$ cat src/rtl/tlb_pkg.sv
package tlb_pkg;

    // Where a fill lands
    typedef enum logic [1:0] {
        FILL_REUSE = 2'd0,   // entry already holds the page
        FILL_FREE  = 2'd1,   // lowest invalid entry
        FILL_EVICT = 2'd2    // least recently used entry
    } fill_src_e;

endpackage

$ cat src/rtl/tlb_match.sv
module tlb_match #(
    parameter  int N_ENTRIES = 8,
    parameter  int VPN_W     = 20,
    localparam int IDX_W     = $clog2(N_ENTRIES)
) (
    input  logic [N_ENTRIES-1:0]       vld,
    input  logic [N_ENTRIES*VPN_W-1:0] tags,
    input  logic [VPN_W-1:0]           key,
    output logic [N_ENTRIES-1:0]       match_vec,
    output logic [IDX_W-1:0]           match_idx
);

    // One comparator per entry, all evaluated at once
    genvar g;
    generate
        for (g = 0; g < N_ENTRIES; g++) begin : g_cmp
            assign match_vec[g] = vld[g] && (tags[g*VPN_W +: VPN_W] == key);
        end
    endgenerate

    // OR-encoder: correct because at most one bit is set
    always_comb begin
        match_idx = '0;
        for (int i = 0; i < N_ENTRIES; i++) begin
            if (match_vec[i]) match_idx = match_idx | IDX_W'(i);
        end
    end

endmodule

$ cat src/rtl/tlb_victim.sv
module tlb_victim
    import tlb_pkg::*;
#(
    parameter  int N_ENTRIES = 8,
    localparam int IDX_W     = $clog2(N_ENTRIES)
) (
    input  logic [N_ENTRIES-1:0]       vld,
    input  logic                       reuse_hit,
    input  logic [IDX_W-1:0]           reuse_idx,
    input  logic [N_ENTRIES*IDX_W-1:0] ranks,
    output logic [IDX_W-1:0]           tgt_idx,
    output fill_src_e                  tgt_src
);

    localparam logic [IDX_W-1:0] OLDEST = IDX_W'(N_ENTRIES - 1);

    logic             free_found;
    logic [IDX_W-1:0] free_idx;
    logic [IDX_W-1:0] lru_idx;

    always_comb begin
        // Scan downward so the lowest invalid index wins
        free_found = 1'b0;
        free_idx   = '0;
        for (int i = N_ENTRIES - 1; i >= 0; i--) begin
            if (!vld[i]) begin
                free_found = 1'b1;
                free_idx   = IDX_W'(i);
            end
        end

        // Exactly one entry carries the oldest rank
        lru_idx = '0;
        for (int i = 0; i < N_ENTRIES; i++) begin
            if (ranks[i*IDX_W +: IDX_W] == OLDEST) lru_idx = IDX_W'(i);
        end

        if (reuse_hit) begin
            tgt_idx = reuse_idx;
            tgt_src = FILL_REUSE;
        end else if (free_found) begin
            tgt_idx = free_idx;
            tgt_src = FILL_FREE;
        end else begin
            tgt_idx = lru_idx;
            tgt_src = FILL_EVICT;
        end
    end

endmodule

$ cat src/rtl/tlb_fa.sv
module tlb_fa
    import tlb_pkg::*;
#(
    parameter  int N_ENTRIES = 8,
    parameter  int VPN_W     = 20,
    parameter  int PFN_W     = 20,
    parameter  int OFF_W     = 12,
    localparam int IDX_W     = $clog2(N_ENTRIES),
    localparam int PA_W      = PFN_W + OFF_W
) (
    input  logic             clk,
    input  logic             rst_n,
    input  logic             flush,
    input  logic             lk_valid,
    input  logic [VPN_W-1:0] lk_vpn,
    input  logic [OFF_W-1:0] lk_offset,
    output logic             lk_hit,
    output logic [PFN_W-1:0] lk_pfn,
    output logic [PA_W-1:0]  lk_paddr,
    output logic             lk_ro,
    output logic             lk_dirty,
    input  logic             fill_en,
    input  logic [VPN_W-1:0] fill_vpn,
    input  logic [PFN_W-1:0] fill_pfn,
    input  logic             fill_ro,
    input  logic             fill_dirty
);

    typedef struct packed {
        logic [N_ENTRIES-1:0]            vld;
        logic [N_ENTRIES-1:0][VPN_W-1:0] tag;
        logic [N_ENTRIES-1:0][PFN_W-1:0] pfn;
        logic [N_ENTRIES-1:0]            ro;
        logic [N_ENTRIES-1:0]            dirty;
        logic [N_ENTRIES-1:0][IDX_W-1:0] rank;   // 0 = most recent
    } state_t;

    function automatic state_t init_state();
        state_t s;
        s = '0;
        for (int i = 0; i < N_ENTRIES; i++) s.rank[i] = IDX_W'(i);
        return s;
    endfunction

    state_t st_q, st_d;

    logic [N_ENTRIES-1:0] lk_vec;
    logic [IDX_W-1:0]     lk_idx;
    logic [N_ENTRIES-1:0] fl_vec;
    logic [IDX_W-1:0]     fl_idx;
    logic [IDX_W-1:0]     fill_idx;
    fill_src_e            fill_src;
    logic                 fill_do;
    logic [IDX_W-1:0]     rk_hit;
    logic [IDX_W-1:0]     rk_fill;

    // Lookup comparators
    tlb_match #(.N_ENTRIES(N_ENTRIES), .VPN_W(VPN_W)) u_lk_match (
        .vld       (st_q.vld),
        .tags      (st_q.tag),
        .key       (lk_vpn),
        .match_vec (lk_vec),
        .match_idx (lk_idx)
    );

    // Fill comparators: detect a page already present
    tlb_match #(.N_ENTRIES(N_ENTRIES), .VPN_W(VPN_W)) u_fl_match (
        .vld       (st_q.vld),
        .tags      (st_q.tag),
        .key       (fill_vpn),
        .match_vec (fl_vec),
        .match_idx (fl_idx)
    );

    tlb_victim #(.N_ENTRIES(N_ENTRIES)) u_victim (
        .vld       (st_q.vld),
        .reuse_hit (|fl_vec),
        .reuse_idx (fl_idx),
        .ranks     (st_q.rank),
        .tgt_idx   (fill_idx),
        .tgt_src   (fill_src)
    );

    // Lookup outputs, combinational from registered state
    always_comb begin
        lk_hit   = lk_valid && !flush && (|lk_vec);
        lk_pfn   = '0;
        lk_paddr = '0;
        lk_ro    = 1'b0;
        lk_dirty = 1'b0;
        if (lk_hit) begin
            lk_pfn   = st_q.pfn[lk_idx];
            lk_paddr = {st_q.pfn[lk_idx], lk_offset};
            lk_ro    = st_q.ro[lk_idx];
            lk_dirty = st_q.dirty[lk_idx];
        end
    end

    assign fill_do = fill_en && !flush;

    // Next-state logic
    always_comb begin
        st_d    = st_q;
        rk_hit  = '0;
        rk_fill = '0;

        // Hit touch first
        if (lk_hit) begin
            rk_hit = st_d.rank[lk_idx];
            for (int i = 0; i < N_ENTRIES; i++) begin
                if (st_d.rank[i] < rk_hit) st_d.rank[i] = st_d.rank[i] + 1'b1;
            end
            st_d.rank[lk_idx] = '0;
        end

        // Then the fill, so it ends most recent
        if (fill_do) begin
            st_d.vld[fill_idx]   = 1'b1;
            if (fill_src != FILL_REUSE) st_d.tag[fill_idx] = fill_vpn;
            st_d.pfn[fill_idx]   = fill_pfn;
            st_d.ro[fill_idx]    = fill_ro;
            st_d.dirty[fill_idx] = fill_dirty;
            rk_fill = st_d.rank[fill_idx];
            for (int i = 0; i < N_ENTRIES; i++) begin
                if (st_d.rank[i] < rk_fill) st_d.rank[i] = st_d.rank[i] + 1'b1;
            end
            st_d.rank[fill_idx] = '0;
        end

        if (flush) st_d.vld = '0;
    end

    always_ff @(posedge clk or negedge rst_n) begin
        if (!rst_n) st_q <= init_state();
        else        st_q <= st_d;
    end

endmodule

$ cat config.mk
export PLATFORM = sky130hd
export DESIGN_NAME = tlb_fa
export DESIGN_NICKNAME = d
export VERILOG_FILES = /design/src/rtl/tlb_pkg.sv /design/src/rtl/tlb_match.sv /design/src/rtl/tlb_victim.sv /design/src/rtl/tlb_fa.sv
export SDC_FILE = /design/constraint.sdc
export NUM_CORES = 1
export LEC_CHECK = 0
export CORE_MARGIN = 3
export CORE_UTILIZATION = 40
export DETAILED_ROUTE_END_ITERATION = 6
export PLACE_DENSITY = 0.67
export SLEW_MARGIN = 25
export SYNTH_ARGS = -nofsm -noshare
export SYNTH_HDL_FRONTEND = slang
export SYNTH_SLANG_ARGS = --single-unit
$ cat constraint.sdc
create_clock -name clk -period 11 [get_ports clk]
set_input_delay 3.3 -clock clk [delete_from_list [all_inputs] [get_ports clk]]
set_output_delay 3.3 -clock clk [all_outputs]
set_load 0.005 [all_outputs]
==> results by group, run 1 <==
Run status
  – Status: finished clean

Synthesis
  – #FFs+latches synth: approximately 370
  – Post-synthesis async set-or-reset flop share: 100%
  – Post-synth EDFFs: 0
  – Mean area per synthesized cell: ~11 um2
  – Sequential area share after synthesis: between 40% and 50%
  – Count of cell types in the netlist: between 90 and 100
  – Synthesis Warnings: 0
  – Top FF cell, synth: dfrtp_1
  – Post-Syn Area: about 22,000 um2
  – Instance count of the mapped netlist: approximately 2,100
  – Synth Net Count: approximately 2,200

Setup path
  – CP Launch Type: primary input
  – WP data arrival: about 7500 ps
  – Slowest stage delay, CP: about 720 ps
  – CP Class: in -> out
  – CP bufs+invs: 6
  – Crit-path max FO: 8
  – Slowest library cell on the worst path: clkdlybuf4s50_1
  – CP Capture Type: output port
  – Crit-path leading delay family: buffers and inverters
  – Worst path required time: roughly 7700 ps
  – Critical-path cell list: clkdlybuf4s50_1 > buf_4 > xnor2_1 > nand4_1 > or4_1 > o22a_1 > and4_1 > buf_4 > nand2_1 > buf_4 > o221ai_1 > nor4_1 > buf_4 > clkdlybuf4s50_1
  – Worst path most repeated cell: buf_4

Finish
  – Most frequent cells in the layout: dfrtp_1 (356), mux2_2 (323), xnor2_1 (239)
  – Layout cells sized above 1: about a quarter
  – Fin area: between 20,000 and 30,000 um2
  – Fillers: just under 5,000
  – Seq. cell area: between 9000 and 10,000 um2
  – Nets: approximately 2,300
  – Multi-input logic area: 12,300 um2
  – Antenna cells: 0
  – Most common cell after layout, fill and taps aside: dfrtp_1
  – Area Overhead vs Synth: 17.2%

Clocking
  – Clk slew on worst S/H paths: ~60 ps
  – Clock buffer count from CTS: 42
  – Sink Count: approximately 370
  – CTS Buffer Depth: 3
  – H-tree Lvls: 2
  – Worst-Skew Late Latency: about 600 ps
  – CTS tree: built
  – Setup Fix Bufs, Post-CTS: 0
  – Root buffer cell: clkbuf_16

Routing
  – Via density: between 5 and 6
  – Routed wire length: roughly 74,000 um
  – Routed Antenna Nets: 0
  – Via count: roughly 18,000
  – First drt pass iteration count: 6
  – Initial drt markers: roughly 1,800
  – # DRC: 0
  – WL per Instance: ~25 um

Floorplanning
  – Total die area: between 50,000 and 60,000 um2
  – Num rows: 85
  – Top Ports: 134
  – Initial Util: between 40% and 50%
  – Die width: roughly 240 um
  – Die span in y: roughly 240 um
  – Core ar.: 54,600 um2

Timing
  – Crit path time final: roughly 11,000 ps
  – Max transition margin: 28.3%
  – RSZ-0062 raised after global routing: false
  – Fmax: between 90 and 100 MHz
  – Max-slew violations: 0
  – Setup violations, final: 0
  – Clk_skew: roughly 33 ps
  – Final period utilization: 98.1%
  – Post-Route Setup TNS: 0 ps
  – Worst-Margin Slew: between 1000 and 1500 ps
  – Final hold vios: 0

Global routing
  – Initial antenna violation count: 0
  – Largest net degree at the start of global routing: between 150 and 200
  – GRT Overall Usage: ~25%
  – Grt ovf: 0
  – Vias in the first global route: around 18,000
  – First-pass GRT wire length: around 110,000 um

Flow run
  – Maxcap violations: 0

Place
  – GP Congestion: between 0.9 and 1
  – DP HPWL: slightly above 50,000 um
  – Port bufs: around 130
  – Placed Area: 24,700 um2

Hold path
  – HP Class: reg -> reg

Power
  – Leak pwr: roughly 11 nW
  – PwrDens: roughly 170 nW/um2
  – VDD IR max: roughly 130 uV
[area by class of cell]
| type | count | area share, % |
|---|---|---|
| clock buffers | 58 | 4.59 |
| clock inverters | 19 | 0.684 |
| inverters | 30 | 0.430 |
| multi-input cells | 1557 | 47.1 |
| flip-flops and latches | 368 | 35.2 |
| well taps | 739 | 3.53 |
| repair buffers | 232 | 8.45 |
[worst paths after layout]
path,start,end,depth (start not counted),slack (ps)
setup / recovery,lk_vpn[8],lk_pfn[14],14,210
hold / removal,register,register,2,480
setup reg to reg,register,st_q[17],23,3980
hold reg to reg,register,register,2,480
max in group asynchronous,rst_n,async pin,3,6150
min in group asynchronous,rst_n,st_q[0],1,2650
[where the power goes]
group / leakage (nW) / internal, mW / switching (mW)
registers: 4.84 / 1.56 / 0.221
logic: 5.49 / 0.577 / 0.697
clock network: 0.687 / 0.798 / 0.610
[synth_stat cells, types with 19 or more instances]
master	instances	area share, %
nor4_1	54	1.5
nor2_1	61	1.0
o221ai_1	45	1.8
inv_1	30	0.50
nor3_1	57	1.3
o21ai_0	29	0.65
a21oi_1	40	0.90
o22a_1	19	0.75
xnor2_1	239	9.4
xor2_1	84	3.3
ha_1	31	1.7
buf_4	22	0.74
dfrtp_1	356	40
nand3_1	54	1.2
clkbuf_1	107	1.8
o211ai_1	19	0.64
and2_1	26	0.73
buf_2	24	0.54
o22ai_1	28	0.78
nand4_1	74	2.1
nand2_1	153	2.6
mux2_2	323	16
[cells by family (layout without fill, tap and decap cells)]
group                      count (synthesis)  count (layout)  synth area share (%)
and+or+nand+nor                          564             564                  13.3
DFF                                      368             368                  41.3
muxes                                    331             331                  16.6
xor gates and xnor gates                 323             323                  12.7
AOI/OAI and AO/OA                        296             296                  9.96
buffers and inverters                    196             339                  3.87
adders and majority gates                 43              43                  2.31
[tightest hold or removal path, stage by stage, from the launching register on]
cell and delay, ps:
dfrtp_1 340, nand2_1 50, nand2_1 60
[through the flow]
step	total power [mW]	utilization [%]	instances	hold slack (ps)	setup slack, ps
2_1_floorplan	2.65	-	2121	440	751
3_3_place_gp	3.01	45.3	2925	458	69.5
3_5_place_dp	3.04	45.3	2925	459	84.8
4_1_cts	4.46	47.9	3002	474	59.1
5_1_grt	4.68	48.0	3003	485	9.54
6_report	4.46	48.0	3003	483	206
[what timing repair did]
action	CTS	global route
hold buffers	0	0
endpoints found under the setup margin	0	31
resized for setup	0	2
[layer usage]
layer | vias to the layer above | share of wire [%] | track usage, %
met5 | - | 0 | 0
met2 | 714 | 46 | 40.1
met1 | 9133 | 44 | 34.3
met4 | 0 | 3.0 | 7.76
met3 | 134 | 6.2 | 3.50
li1 | 7922 | - | -
(Power assumes the default switching activity.)
==> inputs of run 2 (changes only) <==
--- a/config.mk
+++ b/config.mk
@@ -9,6 +9,7 @@
 export CORE_UTILIZATION = 40
 export DETAILED_ROUTE_END_ITERATION = 6
 export PLACE_DENSITY = 0.67
+export REMOVE_ABC_BUFFERS = 1
 export SLEW_MARGIN = 25
 export SYNTH_ARGS = -nofsm -noshare
 export SYNTH_HDL_FRONTEND = slang
==> run 2 against run 1 <==
Against the previous run:
- routed wire length is 2.1% lower
- largest cell class unchanged
- utilization is 0.15 points lower
- highest routed layer is now met5
- first-iteration DRC count is 2.8% lower
- cell count is 0.27% lower
- die area stayed put
- non-clock buffer count is 5 lower
- via count is 1.2% higher
- critical path depth stayed put
- hold slack worse by 9.5 ps
- register-to-register slack worse by 60 ps
- critical path type unchanged
- global-route usage is 0.65 points lower
- sequential share of layout area is 0.11 points higher
==> results by group, run 2 (synthesis gave the netlist of run 1 again) <==
Run status
  – Status: finished clean

Floorplanning
  – Die width: 242 um (unchanged)
  – Top Ports: 134 (unchanged)
  – Core ar.: 54,600 um2 (unchanged)
  – Num rows: 85 (unchanged)
  – Die span in y: 242 um (unchanged)
  – Initial Util: 40.9% (unchanged)
  – Total die area: 58,700 um2 (unchanged)

Finish
  – Most common cell after layout, fill and taps aside: dfrtp_1
  – Most frequent cells in the layout: dfrtp_1 (356), mux2_2 (323), xnor2_1 (239)
  – Fillers: 4,925 (-0.38%)
  – Area Overhead vs Synth: 16.8%
  – Antenna cells: 0 (unchanged)
  – Layout cells sized above 1: 24.0% (-0.22 points)
  – Nets: 2,336 (-0.21%)

Timing
  – Final period utilization: 97.7% (-0.38 points)
  – Max transition margin: 23.8% (-4.4 points)
  – Fmax: 93.0 MHz (+0.39%)
  – Final hold vios: 0 (unchanged)
  – Max-slew violations: 0 (unchanged)
  – Crit path time final: 10,750 ps (-42.0 ps)
  – Clk_skew: 22.5 ps (-10.7 ps)
  – RSZ-0062 raised after global routing: false
  – Worst-Margin Slew: 1130 ps (+54.6 ps)
  – Post-Route Setup TNS: 0 ps (unchanged)
  – Setup violations, final: 0 (unchanged)

Clocking
  – H-tree Lvls: 2 (unchanged)
  – CTS tree: built
  – Worst-Skew Late Latency: 590 ps (about the same)
  – Sink Count: 368 (unchanged)
  – Clock buffer count from CTS: 42 (unchanged)
  – Clk slew on worst S/H paths: 60 ps (about the same)
  – Hold_buf cts: 0 (unchanged)
  – CTS Buffer Depth: 3 (unchanged)
  – Root buffer cell: clkbuf_16

Place
  – GP Congestion: 0.958 (+0.67%)
  – DP HPWL: 49,300 um (-4.9%)
  – Port bufs: 133 (unchanged)

Setup path
  – CP Launch Type: primary input
  – CP Class: in -> out
  – Worst path most repeated cell: buf_4
  – Slowest stage delay, CP: 690 ps (-30 ps)
  – CP Capture Type: output port
  – Reg2Reg Depth: 24 (+4.3%)
  – WP data arrival: 7450 ps (-40 ps)
  – R2R Setup Slk: 3920 ps (-60 ps)
  – Critical-path cell list: clkdlybuf4s50_1 > buf_4 > xnor2_1 > and4_1 > nand3_1 > nor2_1 > or4_1 > buf_4 > nand2_1 > buf_4 > o22a_1 > o221ai_1 > nor4_1 > clkdlybuf4s50_1
  – Crit-path max FO: 11 (+3)
  – Crit-path leading delay family: buffers and inverters
  – CP bufs+invs: 5 (-1)
  – Slowest library cell on the worst path: clkdlybuf4s50_1
  – Worst path required time: 7700 ps (about the same)
  – Reg-to-Reg End: st_q[18]

Routing
  – Routed wire length: 72,400 um (-2.1%)
  – WL per Instance: 24.2 um (-1.9%)
  – Via density: 6.05 (+1.4%)
  – Met3 routed WL: 5150 um (+12%)
  – Met2 WL: 32,700 um (-4.5%)
  – Routed Antenna Nets: 0 (unchanged)
  – First drt pass iteration count: 5 (-1)
  – Uppermost routed layer: met5
  – # DRC: 0 (unchanged)
  – Via count: 18,100 (+1.2%)
  – Initial drt markers: 1,747 (-2.8%)
  – M1 wire length: 31,500 um (-4.3%)

Global routing
  – GRT Overall Usage: 24.1% (-0.65 points)
  – Initial antenna violation count: 1 (+1)
  – First-pass GRT wire length: 112,000 um (-1.3%)
  – Grt ovf: 0 (unchanged)
  – Largest net degree at the start of global routing: 180 (+9.1%)
  – Vias in the first global route: 18,300 (+0.61%)

Power
  – Leak pwr: 11.0 nW (-0.36%)
  – PwrDens: 171 nW/um2 (+0.38%)
  – Pwr Total: 4.47 mW (about the same)
  – VDD IR max: 111 uV (-12%)

Hold path
  – HP Class: reg -> reg
  – WHS Path Cells: 2 (unchanged)

Flow run
  – Maxcap violations: 0 (unchanged)
[run 2: changes by cell type in the layout (fill, tap and decap cells not counted), sizes merged]
cell	previous run	this run
buf	100	98
bufinv	1	3
clkbuf	58	53
clkdlybuf4s50	132	128
clkinv	16	10
clkinvlp	1	2
dlymetal6s2s	0	1
inv	31	36
[run 2: power breakdown]
part	internal (mW)	switching [mW]	total [mW]
Clock	0.808	0.612	1.42
Combinational	0.571	0.698	1.27
Sequential	1.56	0.217	1.78
Total	2.94	1.53	4.47
[run 2: stage by stage]
stage	hold slack [ps]	std cells	worst slack, ps	area, um2	utilization, %
floorplan	440	1955	926	21600	-
global placement	458	2920	169	24700	45.2
detailed placement	459	2920	139	24700	45.2
CTS	474	2994	136	26000	47.7
global route	508	2995	18.9	26100	47.8
finish	473	2995	248	26100	47.8
[run 2: routing by layer]
metal	up-vias	GRT usage, %
met2	820	38.3
met3	210	3.77
met1	9172	33.3
li1	7907	-
met5	-	0
met4	2	8.84
[run 2: repair_timing]
item,in CTS,in global routing
setup endpoints to repair,0,28
resized for setup,0,5
buffers inserted,0,0
[run 2: layout make-up]
cell class / instances / area (um2) / area share [%]
clock buffers: 53 / 1120 / 4.30
clock inverters: 21 / 254 / 0.974
inverters: 30 / 113 / 0.432
multi-input cells: 1557 / 12300 / 47.2
flip-flops and latches: 368 / 9220 / 35.4
well taps: 739 / 925 / 3.54
repair buffers: 227 / 2140 / 8.19
[run 2: worst max-delay path by stage]
stage,from,end,slack (ps),cells past startpoint
after CTS,lk_vpn[3],lk_dirty,140,13
after global routing,lk_vpn[7],lk_pfn[11],20,13
after detailed placement,lk_vpn[3],lk_dirty,140,13
after global placement,lk_vpn[3],lk_dirty,170,13
final,lk_vpn[16],lk_pfn[12],250,14
after floorplan,lk_vpn[1],lk_paddr[13],930,9
[run 2: worst min-delay path: cells and delay by family (launching register included)]
kind             cells  cell delay [ps]
AND/OR/NAND/NOR      2              100
flip-flops           1              340
